--- src/rtl/sp_pkg.sv ---
package sp_pkg;
  typedef enum logic [1:0] {
    SZ_BYTE = 2'd0,
    SZ_WORD = 2'd1,
    SZ_LONG = 2'd2,
    SZ_RSVD = 2'd3
  } sp_size_e;
endpackage

--- src/rtl/sp_step_decode.sv ---
module sp_step_decode #(
  parameter int ADDR_W = 32
) (
  input  logic [1:0]        size_code,
  output logic [ADDR_W-1:0] step
);
  import sp_pkg::*;

  always_comb begin
    case (sp_size_e'(size_code))
      SZ_BYTE: step = ADDR_W'(1);
      SZ_WORD: step = ADDR_W'(2);
      default: step = ADDR_W'(4);
    endcase
  end
endmodule

--- src/rtl/sp_mode_adder.sv ---
module sp_mode_adder #(
  parameter int ADDR_W   = 32,
  parameter int NATIVE_W = 16
) (
  input  logic [ADDR_W-1:0] base,
  input  logic [ADDR_W-1:0] step,
  input  logic              subtract,
  input  logic              ext_mode,
  output logic [ADDR_W-1:0] result
);
  localparam int HI_W = ADDR_W - NATIVE_W;

  logic [ADDR_W-1:0]   full_res;
  logic [NATIVE_W-1:0] low_res;

  always_comb begin
    if (subtract) begin
      full_res = base - step;
      low_res  = base[NATIVE_W-1:0] - step[NATIVE_W-1:0];
    end else begin
      full_res = base + step;
      low_res  = base[NATIVE_W-1:0] + step[NATIVE_W-1:0];
    end
  end

  generate
    if (HI_W > 0) begin : g_split
      assign result = ext_mode ? full_res : {base[ADDR_W-1:NATIVE_W], low_res};
    end else begin : g_flat
      assign result = full_res;
    end
  endgenerate
endmodule

--- src/rtl/sp_load_merge.sv ---
module sp_load_merge #(
  parameter int ADDR_W   = 32,
  parameter int NATIVE_W = 16
) (
  input  logic [ADDR_W-1:0] cur,
  input  logic [ADDR_W-1:0] data,
  input  logic              long_wr,
  output logic [ADDR_W-1:0] merged
);
  generate
    if (ADDR_W > NATIVE_W) begin : g_split
      assign merged = long_wr ? data : {cur[ADDR_W-1:NATIVE_W], data[NATIVE_W-1:0]};
    end else begin : g_flat
      assign merged = data;
    end
  endgenerate
endmodule

--- src/rtl/stack_ptr_unit.sv ---
module stack_ptr_unit #(
  parameter int ADDR_W   = 32,
  parameter int NATIVE_W = 16
) (
  input  logic              clk,
  input  logic              rst,
  input  logic              ext_mode,
  input  logic              push,
  input  logic              pop,
  input  logic [1:0]        op_size,
  input  logic              load,
  input  logic              load_long,
  input  logic [ADDR_W-1:0] load_data,
  output logic [ADDR_W-1:0] sp_out,
  output logic [ADDR_W-1:0] acc_addr,
  output logic              acc_valid
);
  logic [ADDR_W-1:0] sp_q, addr_q;
  logic              valid_q;
  logic [ADDR_W-1:0] step, adj, merged;

  sp_step_decode #(.ADDR_W(ADDR_W)) i_step (
    .size_code(op_size),
    .step     (step)
  );

  sp_mode_adder #(.ADDR_W(ADDR_W), .NATIVE_W(NATIVE_W)) i_add (
    .base    (sp_q),
    .step    (step),
    .subtract(push),
    .ext_mode(ext_mode),
    .result  (adj)
  );

  sp_load_merge #(.ADDR_W(ADDR_W), .NATIVE_W(NATIVE_W)) i_merge (
    .cur    (sp_q),
    .data   (load_data),
    .long_wr(load_long),
    .merged (merged)
  );

  always_ff @(posedge clk) begin
    if (rst) begin
      sp_q    <= '0;
      addr_q  <= '0;
      valid_q <= 1'b0;
    end else if (load) begin
      sp_q    <= merged;
      valid_q <= 1'b0;
    end else if (push) begin
      sp_q    <= adj;
      addr_q  <= adj;
      valid_q <= 1'b1;
    end else if (pop) begin
      addr_q  <= sp_q;
      sp_q    <= adj;
      valid_q <= 1'b1;
    end else begin
      valid_q <= 1'b0;
    end
  end

  assign sp_out    = sp_q;
  assign acc_addr  = addr_q;
  assign acc_valid = valid_q;
endmodule

--- config.mk ---
export PLATFORM = sky130hd
export DESIGN_NAME = stack_ptr_unit
export DESIGN_NICKNAME = d
export VERILOG_FILES = /design/src/rtl/sp_pkg.sv /design/src/rtl/sp_step_decode.sv /design/src/rtl/sp_mode_adder.sv /design/src/rtl/sp_load_merge.sv /design/src/rtl/stack_ptr_unit.sv
export SDC_FILE = /design/constraint.sdc
export NUM_CORES = 1
export LEC_CHECK = 0
export BUFFER_PORTS_ARGS = -buffer_cell sky130_fd_sc_hd__buf_2
export CORE_ASPECT_RATIO = 1.1
export CORE_UTILIZATION = 50
export DETAILED_ROUTE_END_ITERATION = 8
export PLACE_DENSITY = 0.81
export SLEW_MARGIN = 20
export SYNTH_ARGS = -nofsm -noshare
export SYNTH_HDL_FRONTEND = slang
export SYNTH_SLANG_ARGS = --single-unit
--- constraint.sdc ---
create_clock -name clk -period 8.3 [get_ports clk]
set_input_delay 2.075 -clock clk [delete_from_list [all_inputs] [get_ports clk]]
set_output_delay 2.075 -clock clk [all_outputs]
set_load 0.01 [all_outputs]
==> metrics.txt, run 1 <==
gate family responsible for the most delay along the worst path compound AO/OA/AOI/OAI gates; share of final-layout standard cells stronger than drive strength 1 0.199; endpoint type of the worst setup path flop; post-synthesis register bit count 65; number of core rows 36; setup ws final 3.03 ns; post-CTS clock slew at the launch and capture registers of the worst setup and hold paths about 0.090 ns; post-route worst hold slack between 0.4 and 0.5 ns; overall overflow remaining after global route 0; global routing usage summed across all routing layers 0.282; most common cell in the netlist nor2_1; vias in the first global route ~4600; width of the die between 90 and 100 um; number of flops mapped to enable cells by yosys 0; Post-Route Skew ~0.013 ns; CTS tree done; count of nets after finishing 768; xor/xnor share of the synthesized area 0.0514; adder-cell share of the synthesized area 0.0915; Switching Fraction 0.368; relative slew slack 0.425; number of max-slew violations in the final report 0; Detailed Routing Iterations Pass 1 5; number of warning messages in the yosys log 0; share of the yosys chip area belonging to registers 0.283; CP max FO 32; post-route ant nets 0; reg-to-reg setup timing slack ~5 ns; Power Internal about 660 uW; worst voltage drop across the vdd grid 113 uV; DIE AREA roughly 9600 um2; mean instance size in the synthesized netlist between 7 and 8 um2; Worst-Margin Slew 0.862 ns; final routed wire length divided by cell count 16.0 um; cell types occupying the most area after synthesis dfxtp_1 28%, ha_1 8.7%, nor2_1 8.5%; synth unique cells 56; Seq pwr share 0.351; initial standard-cell utilization of the core 0.518; number of filler instances in the final layout 822; crit-path max cell delay between 0.5 and 0.6 ns; worst setup path category input pin to flop; Post-synth ARST share 0; Comb power frac 0.357; HPWL after detailed placement roughly 9.5 mm; Port-buffer cells approximately 110; number of H-tree levels 3; net count of the mapped netlist about 700; Post-CTS Resized 0; multiplexer share of the synthesized area 0.0422; total standard cell area after synthesis ~4600 um2; final setup violation count 0; antenna cell count 0; count of pins on the block boundary approximately 110; share of the clock period used by the worst path after layout 0.635; cell chosen for the clock root clkbuf_8; Total Negative Setup Slacks 0 ns; Post-Place Worst Slack between 2 and 3 ns; sw power between 300 and 400 uW; number of remaining DRC errors 0; type of the worst min-delay path flop to flop; total wire length after detailed routing around 13 mm; leakage power roughly 0.0025 uW; CTS Buf Count 9; PwrDens slightly below 200 nW/um2; worst-skew pair later-pin latency ~0.36 ns; core footprint roughly 8900 um2; number of sinks driven by the clock tree 65; dominant combinational cell family by area after synthesis compound AO/OA/AOI/OAI gates; final critical delay including setup and external delays 5.27 ns; number of buffers between clock root and the deepest sink 2; area share of and/or/nand/nor cells after synthesis 0.226; required time reported for the critical path endpoint ~8.5 ns; vias per std cell around 5.9; vias after detailed routing 4834; first-iteration detailed-routing DRC count about 240; Fin. Hold Viols 0; setup repair after global routing missed its margin false; post-synthesis instance total around 610; largest net degree at the start of global routing a little under 70; Post CTS Setup Buffer Count 0; type of origin of the critical path input pin; antenna violations before repair 0; arrival time reported for the critical path endpoint approximately 5.5 ns; crit path cell chain buf_2, buf_4, nor2b_1, ha_1, o211ai_1, a21o_1, a21oi_1, o21ai_0, a21oi_2, a31oi_1, xor2_1, a2111oi_2; post-synth top area share 0.283; layout overhead on the synthesized area 17.3%; list of most frequent post-synthesis cells 104 x nor2_1, 68 x a21oi_1, 65 x dfxtp_1; status completed; global-route wire length before repair approximately 22 mm; Final GP Congestion about 0.94; Critical path buffers and inverters 2; fmax between 150 and 200 MHz; compound-cell area share of the yosys netlist 0.267; Main synth FF type dfxtp_1; most area-hungry cell type in the Yosys netlist dfxtp_1; part of the power in the clock network 0.292; MaxCap Viol Count 0; Critical-path top delay cell buf_2; DIE HEIGHT 103 um; total of hold buffers inserted after clock tree synthesis 0
-- metal layers --
layer / share of wire / vias to the layer above / track usage / wire length, um
li1: - / 2386 / - / -
met1: 0.43 / 2267 / 0.340 / 5640
met2: 0.49 / 166 / 0.503 / 6400
met3: 0.058 / 15 / 0.0560 / 761
met4: 0.018 / 0 / 0.0970 / 229
met5: 0 / - / 0 / 0
-- sequential cells by signal, summed over array words and instances (netlist names) --
signal / cells
acc_addr: 32
acc_valid: 1
sp_out: 32
-- placed cells by master (no fill, tap or decap), drive strengths merged, types with 3 or more instances in the layout --
cell     netlist  final
o21bai         3      3
and4           3      3
nand3          7      7
and2           3      3
nand2b         8      8
ha            32     32
buf            6    110
a21oi         69     69
a31oi          5      5
a211oi        24     24
o211ai         7      7
mux2i         16     16
inv           10     11
nand4          4      4
xor2          11     11
a221oi         3      3
nand3b         3      3
clkinv         1      3
nor4           8      8
clkbuf        29      9
and3           5      5
a2111oi        9      9
nor3           9      9
xnor2         16     16
nand2         62     62
a311oi         9      9
a21o          10     10
nor2         104    104
o21a          10     10
dfxtp         65     65
mux2           3      3
nor2b          6      6
o21ai         26     26
-- cells by family after synthesis --
group                    Yosys count
buffers and inverters             46
AO/OA/AOI/OAI                    186
adder cells (fa/ha/maj)           33
AND/OR/NAND/NOR                  232
XOR/XNOR                          27
multiplexers                      19
flip-flops                        65
-- per-stage QoR --
stage / cells / total power (uW) / util / area (um2)
6_report: 813 / 1050 / 0.608 / 5390
3_5_place_dp: 797 / 746 / 0.583 / 5180
4_1_cts: 813 / 1050 / 0.608 / 5390
3_3_place_gp: 797 / 738 / 0.583 / 5180
2_1_floorplan: 608 / 641 / - / 4600
5_1_grt: 813 / 1120 / 0.608 / 5390
-- worst min-delay path: stages (launching register included) --
cell and delay [ns]:
dfxtp_1 0.32, nand2_1 0.05, a21oi_1 0.06
-- cell type report --
| cell class | instances | area, um2 | share of cell area |
|---|---|---|---|
| clock inverters | 7 | 93.8 | 0.0174 |
| repair buffers | 110 | 563 | 0.104 |
| clock buffers | 9 | 124 | 0.0230 |
| inverters | 11 | 41.3 | 0.00765 |
| flip-flops and latches | 65 | 1300 | 0.241 |
| multi-input cells | 497 | 3130 | 0.580 |
| well taps | 114 | 143 | 0.0264 |
-- power groups by stage --
stage	logic (uW)	registers, uW	clock network, uW
after floorplan	256	385	0
final	375	369	307
after global placement	364	374	0
after CTS	373	369	309
after detailed placement	370	376	0
after global routing	420	373	325
-- final timing paths --
path | start | depth (start not counted) | to
setup / recovery | push | 12 | acc_addr[29]
hold / removal | acc_addr[1] | 2 | acc_addr[1]
setup reg to reg | sp_out[0] | 12 | sp_out[28]
hold reg to reg | acc_addr[1] | 2 | acc_addr[1]
Note: power is estimated with default switching activity, not from simulation.
==> inputs of run 2 (changes only) <==
==> constraint.sdc (replaced) <==
create_clock -name clk -period 4.93 [get_ports clk]
set_input_delay 1.2325 -clock clk [delete_from_list [all_inputs] [get_ports clk]]
set_output_delay 1.2325 -clock clk [all_outputs]
set_load 0.01 [all_outputs]
==> metrics.txt, run 2 (synthesis results as in run 1) <==
Switching Fraction 0.377; Design Power between 1500 and 2000 uW; Final GP Congestion 0.909; Power Internal around 1000 uW; count of pins on the block boundary ~110; number of H-tree levels 3; cell chosen for the clock root clkbuf_8; Worst-Margin Slew around 0.77 ns; number of core rows 36; Post CTS Setup Buffer Count 0; total of hold buffers inserted after clock tree synthesis 0; number of filler instances in the final layout ~840; worst setup path category input pin to flop; busiest layer in global routing met2; Port-buffer cells roughly 110; part of the power in the clock network 0.250; startpoint of the most critical hold path acc_addr[0]; largest net degree at the start of global routing 36; overall overflow remaining after global route 0; type of origin of the critical path input pin; met2 Resource Use GR 0.491; endpoint type of the worst setup path flop; DIE HEIGHT between 100 and 150 um; Post-CTS Resized 0; total wire length after detailed routing 13.1 mm; status completed; antenna cell count 0; worst voltage drop across the vdd grid 125 uV; vias after detailed routing approximately 4800; Fin. Hold Viols 0; Detailed Routing Iterations Pass 1 5; layout overhead on the synthesized area 16.9%; fmax around 220 MHz; CTS tree done; first-iteration detailed-routing DRC count approximately 270; number of buffers between clock root and the deepest sink 2; antenna violations before repair 0; sw power between 600 and 700 uW; DIE AREA ~9600 um2; post-CTS clock slew at the launch and capture registers of the worst setup and hold paths around 0.070 ns; global routing usage summed across all routing layers 0.286; vias per std cell ~5.9; MaxCap Viol Count 0; number of remaining DRC errors 0; core footprint ~9000 um2; Total Negative Setup Slacks 0 ns; final routed wire length divided by cell count around 16 um; Reg area around 1300 um2; CP max FO 4; most common cell after layout, fill and taps aside buf_2; width of the die 93.4 um; commonest cells after routing, fill and taps aside 105 x buf_2, 103 x nor2_1, 68 x a21oi_1; arrival time reported for the critical path endpoint 4.73 ns; share of final-layout standard cells stronger than drive strength 1 0.199; setup repair after global routing missed its margin false; HPWL after detailed placement 9.67 mm; Post-Route Skew between 0.01 and 0.015 ns; PwrDens a little over 300 nW/um2; type of the worst min-delay path flop to flop; relative slew slack 0.484; area of combinational cells with multiple inputs about 3100 um2; worst-skew pair later-pin latency about 0.36 ns; met1 Resource Use GR 0.345; required time reported for the critical path endpoint 5.19 ns; leakage power 0.00248 uW; final critical delay including setup and external delays 4.47 ns; count of nets after finishing ~770; worst setup path startpoint op_size[0]; global-route wire length before repair between 20 and 25 mm; share of the clock period used by the worst path after layout 0.907; number of max-slew violations in the final report 0; Seq pwr share 0.371; number of sinks driven by the clock tree 65; post-route ant nets 0; startpoint of the worst-slack reg-to-reg timing path sp_out[0]; final setup violation count 0; CTS Buf Count 9; met3 Resource Use GR 0.0538; Comb power frac 0.379; core occupancy in the finished layout 0.605; initial standard-cell utilization of the core 0.518; vias in the first global route between 4000 and 5000
-- run 2: metrics by stage --
| stage | worst slack [ns] | hold WS [ns] | cells | cell area [um2] |
|---|---|---|---|---|
| floorplan | 0.535 | 0.476 | 608 | 4600 |
| global placement | 0.247 | 0.440 | 800 | 5200 |
| detailed placement | 0.166 | 0.448 | 800 | 5200 |
| CTS | 0.519 | 0.457 | 816 | 5370 |
| global route | 0.303 | 0.478 | 816 | 5370 |
| finish | 0.457 | 0.455 | 816 | 5370 |
-- run 2: critical path, cell delays in order --
cell and delay (ns):
buf_2 0.10, or2_2 0.30, ha_1 0.27, mux2_2 0.29, fa_1 0.45, nand2b_1 0.18, a211oi_2 0.28, o211ai_1 0.21
a31oi_1 0.27, o22a_1 0.26, and4_1 0.21, o22ai_1 0.13, xor2_1 0.18, a2111oi_2 0.36
-- run 2: worst paths after layout --
| check | end | slack (ns) | depth (start not counted) |
|---|---|---|---|
| setup / recovery | sp_out[28] | 0.46 | 14 |
| hold / removal | acc_addr[0] | 0.45 | 2 |
| setup reg to reg | sp_out[28] | 1.67 | 12 |
| hold reg to reg | acc_addr[0] | 0.45 | 2 |
-- run 2: layout make-up --
| cell class | count | share of cell area |
|---|---|---|
| Multi-Input combinational cell | 497 | 0.582 |
| Sequential cell | 65 | 0.242 |
| Timing Repair Buffer | 113 | 0.109 |
| Clock buffer | 13 | 0.0296 |
| Tap cell | 114 | 0.0265 |
| Inverter | 11 | 0.00769 |
| Clock inverter | 3 | 0.00279 |
-- run 2: power by group through the flow --
| stage | combinational (uW) | clock [uW] | sequential, uW |
|---|---|---|---|
| 2_1_floorplan | 431 | 0 | 648 |
| 3_3_place_gp | 611 | 0 | 629 |
| 3_5_place_dp | 624 | 0 | 632 |
| 4_1_cts | 629 | 424 | 620 |
| 5_1_grt | 707 | 449 | 627 |
| 6_report | 635 | 419 | 621 |
-- run 2: per-layer routing --
| metal | part of all wire | wire length (um) | up-vias |
|---|---|---|---|
| met3 | 0.055 | 717 | 30 |
| met5 | 0 | 0 | - |
| met4 | 0.023 | 305 | 0 |
| li1 | - | - | 2378 |
| met1 | 0.43 | 5690 | 2227 |
| met2 | 0.49 | 6430 | 175 |
==> inputs of run 3 (changes only) <==
--- a/config.mk
+++ b/config.mk
@@ -10,6 +10,7 @@
 export CORE_UTILIZATION = 50
 export DETAILED_ROUTE_END_ITERATION = 8
 export PLACE_DENSITY = 0.81
+export REMOVE_ABC_BUFFERS = 1
 export SLEW_MARGIN = 20
 export SYNTH_ARGS = -nofsm -noshare
 export SYNTH_HDL_FRONTEND = slang
==> metrics.txt, run 3 (synthesis results as in run 1) <==
status completed; crit-path max cell delay 0.44 ns; worst-skew pair later-pin latency 0.36 ns; DIE AREA ~9600 um2; first-iteration detailed-routing DRC count between 200 and 250; number of filler instances in the final layout between 800 and 900; number of max-slew violations in the final report 0; number of H-tree levels 3; Final GP Congestion roughly 0.93; vias per std cell between 5 and 6; Worst-Margin Slew slightly below 0.9 ns; number of remaining DRC errors 0; core occupancy in the finished layout 0.605; share of the clock period used by the worst path after layout 0.890; busiest layer in global routing met2; Critical path buffers and inverters 1; Port-buffer cells between 100 and 150; Post-CTS Resized 0; antenna violations before repair 0; worst setup path category input pin to flop; global routing usage summed across all routing layers 0.277; count of pins on the block boundary 106; initial standard-cell utilization of the core 0.518; worst voltage drop across the vdd grid 177 uV; CTS Buf Count 9; vias after detailed routing 4855; fmax between 200 and 250 MHz; final routed wire length divided by cell count between 15 and 20 um; DIE HEIGHT between 100 and 150 um; antenna cell count 0; endpoint type of the worst setup path flop; number of buffers between clock root and the deepest sink 2; Total Negative Setup Slacks 0 ns; met2 Resource Use GR 0.486; required time reported for the critical path endpoint approximately 5.2 ns; logic depth of the worst path, buffers included 14; total wire length after detailed routing between 10 and 15 mm; leakage power ~0.0025 uW; met1 Resource Use GR 0.332; CP max FO 4; post-CTS clock slew at the launch and capture registers of the worst setup and hold paths roughly 0.070 ns; met3 Resource Use GR 0.0487; cell chosen for the clock root clkbuf_8; largest net degree at the start of global routing 37; number of cells traversed by the worst register-to-register path 12; total of hold buffers inserted after clock tree synthesis 0; Post-Route Skew between 0.007 and 0.008 ns; most common cell after layout, fill and taps aside buf_2; commonest cells after routing, fill and taps aside 105 x buf_2, 103 x nor2_1, 68 x a21oi_1; number of sinks driven by the clock tree 65; final critical delay including setup and external delays 4.39 ns; final setup violation count 0; post-route ant nets 0; relative slew slack 0.419; layout overhead on the synthesized area 16.7%; type of origin of the critical path input pin; CTS tree done; worst hold path cell count 2; HPWL after detailed placement ~9.4 mm; vias in the first global route about 4600; overall overflow remaining after global route 0; width of the die 93.4 um; share of final-layout standard cells stronger than drive strength 1 0.198; crit path cell chain buf_2, or2_2, ha_1, mux2_2, fa_1, nand2b_1, a211oi_2, o211ai_1, a31oi_1, o22a_1, and4_1, o22ai_1, xor2_1, a2111oi_2; global-route wire length before repair about 21 mm; Critical-path top delay cell fa_1; core footprint between 8000 and 9000 um2; arrival time reported for the critical path endpoint between 4 and 5 ns; MaxCap Viol Count 0; Fin. Hold Viols 0; type of the worst min-delay path flop to flop; number of core rows 36; gate family responsible for the most delay along the worst path compound AO/OA/AOI/OAI gates; setup repair after global routing missed its margin false; count of nets after finishing 770; Detailed Routing Iterations Pass 1 5; PwrDens approximately 310 nW/um2; Post CTS Setup Buffer Count 0
-- run 3: changes by cell type in the layout (fill, tap and decap cells not counted) --
cell	change
buf_4	-1
-- run 3: worst reg2reg max path, cell delays in order, from the launching register on --
cell and delay (ns):
dfxtp_1 0.38, inv_1 0.06, ha_1 0.21, fa_1 0.42, nand2b_1 0.17, a211oi_2 0.28, o211ai_1 0.22, a31oi_1 0.26
o22a_1 0.24, and4_1 0.20, o22ai_1 0.11, xor2_1 0.17, a2111oi_2 0.36
-- run 3: per-layer routing --
metal / vias up / part of all wire
met5: - / 0
met4: 0 / 0.026
li1: 2374 / -
met2: 187 / 0.48
met1: 2261 / 0.43
met3: 33 / 0.067
-- run 3: area by class of cell --
class / count / area [um2] / area share
clock inverters: 3 / 15.0 / 0.00280
well taps: 114 / 143 / 0.0266
repair buffers: 112 / 578 / 0.108
multi-input cells: 497 / 3130 / 0.583
clock buffers: 13 / 159 / 0.0296
flip-flops and latches: 65 / 1300 / 0.243
inverters: 11 / 41.3 / 0.00770
-- run 3: worst paths after layout --
path	slack (ns)	endpoint	start
worst max-delay path	0.54	sp_out[28]	op_size[0]
worst min-delay path	0.45	acc_addr[0]	acc_addr[0]
worst max register to register	1.75	sp_out[28]	sp_out[0]
worst min register to register	0.45	acc_addr[0]	acc_addr[0]
-- run 3: power by group --
part / switching [uW] / internal, uW / total, uW / leakage, uW
combinational: 371 / 259 / 630 / 0.00185
clock: 210 / 208 / 418 / 0.0000932
sequential: 44.1 / 577 / 621 / 0.000539
-- run 3: metrics by stage --
stage / setup WS (ns) / instance area [um2] / std cells / hold slack [ns] / power [uW]
floorplan: 0.613 / 4460 / 573 / 0.470 / 1060
global placement: 0.243 / 5190 / 799 / 0.441 / 1230
detailed placement: 0.179 / 5190 / 799 / 0.442 / 1250
CTS: 0.547 / 5370 / 815 / 0.451 / 1670
global route: 0.286 / 5370 / 815 / 0.470 / 1780
finish: 0.542 / 5370 / 815 / 0.448 / 1670
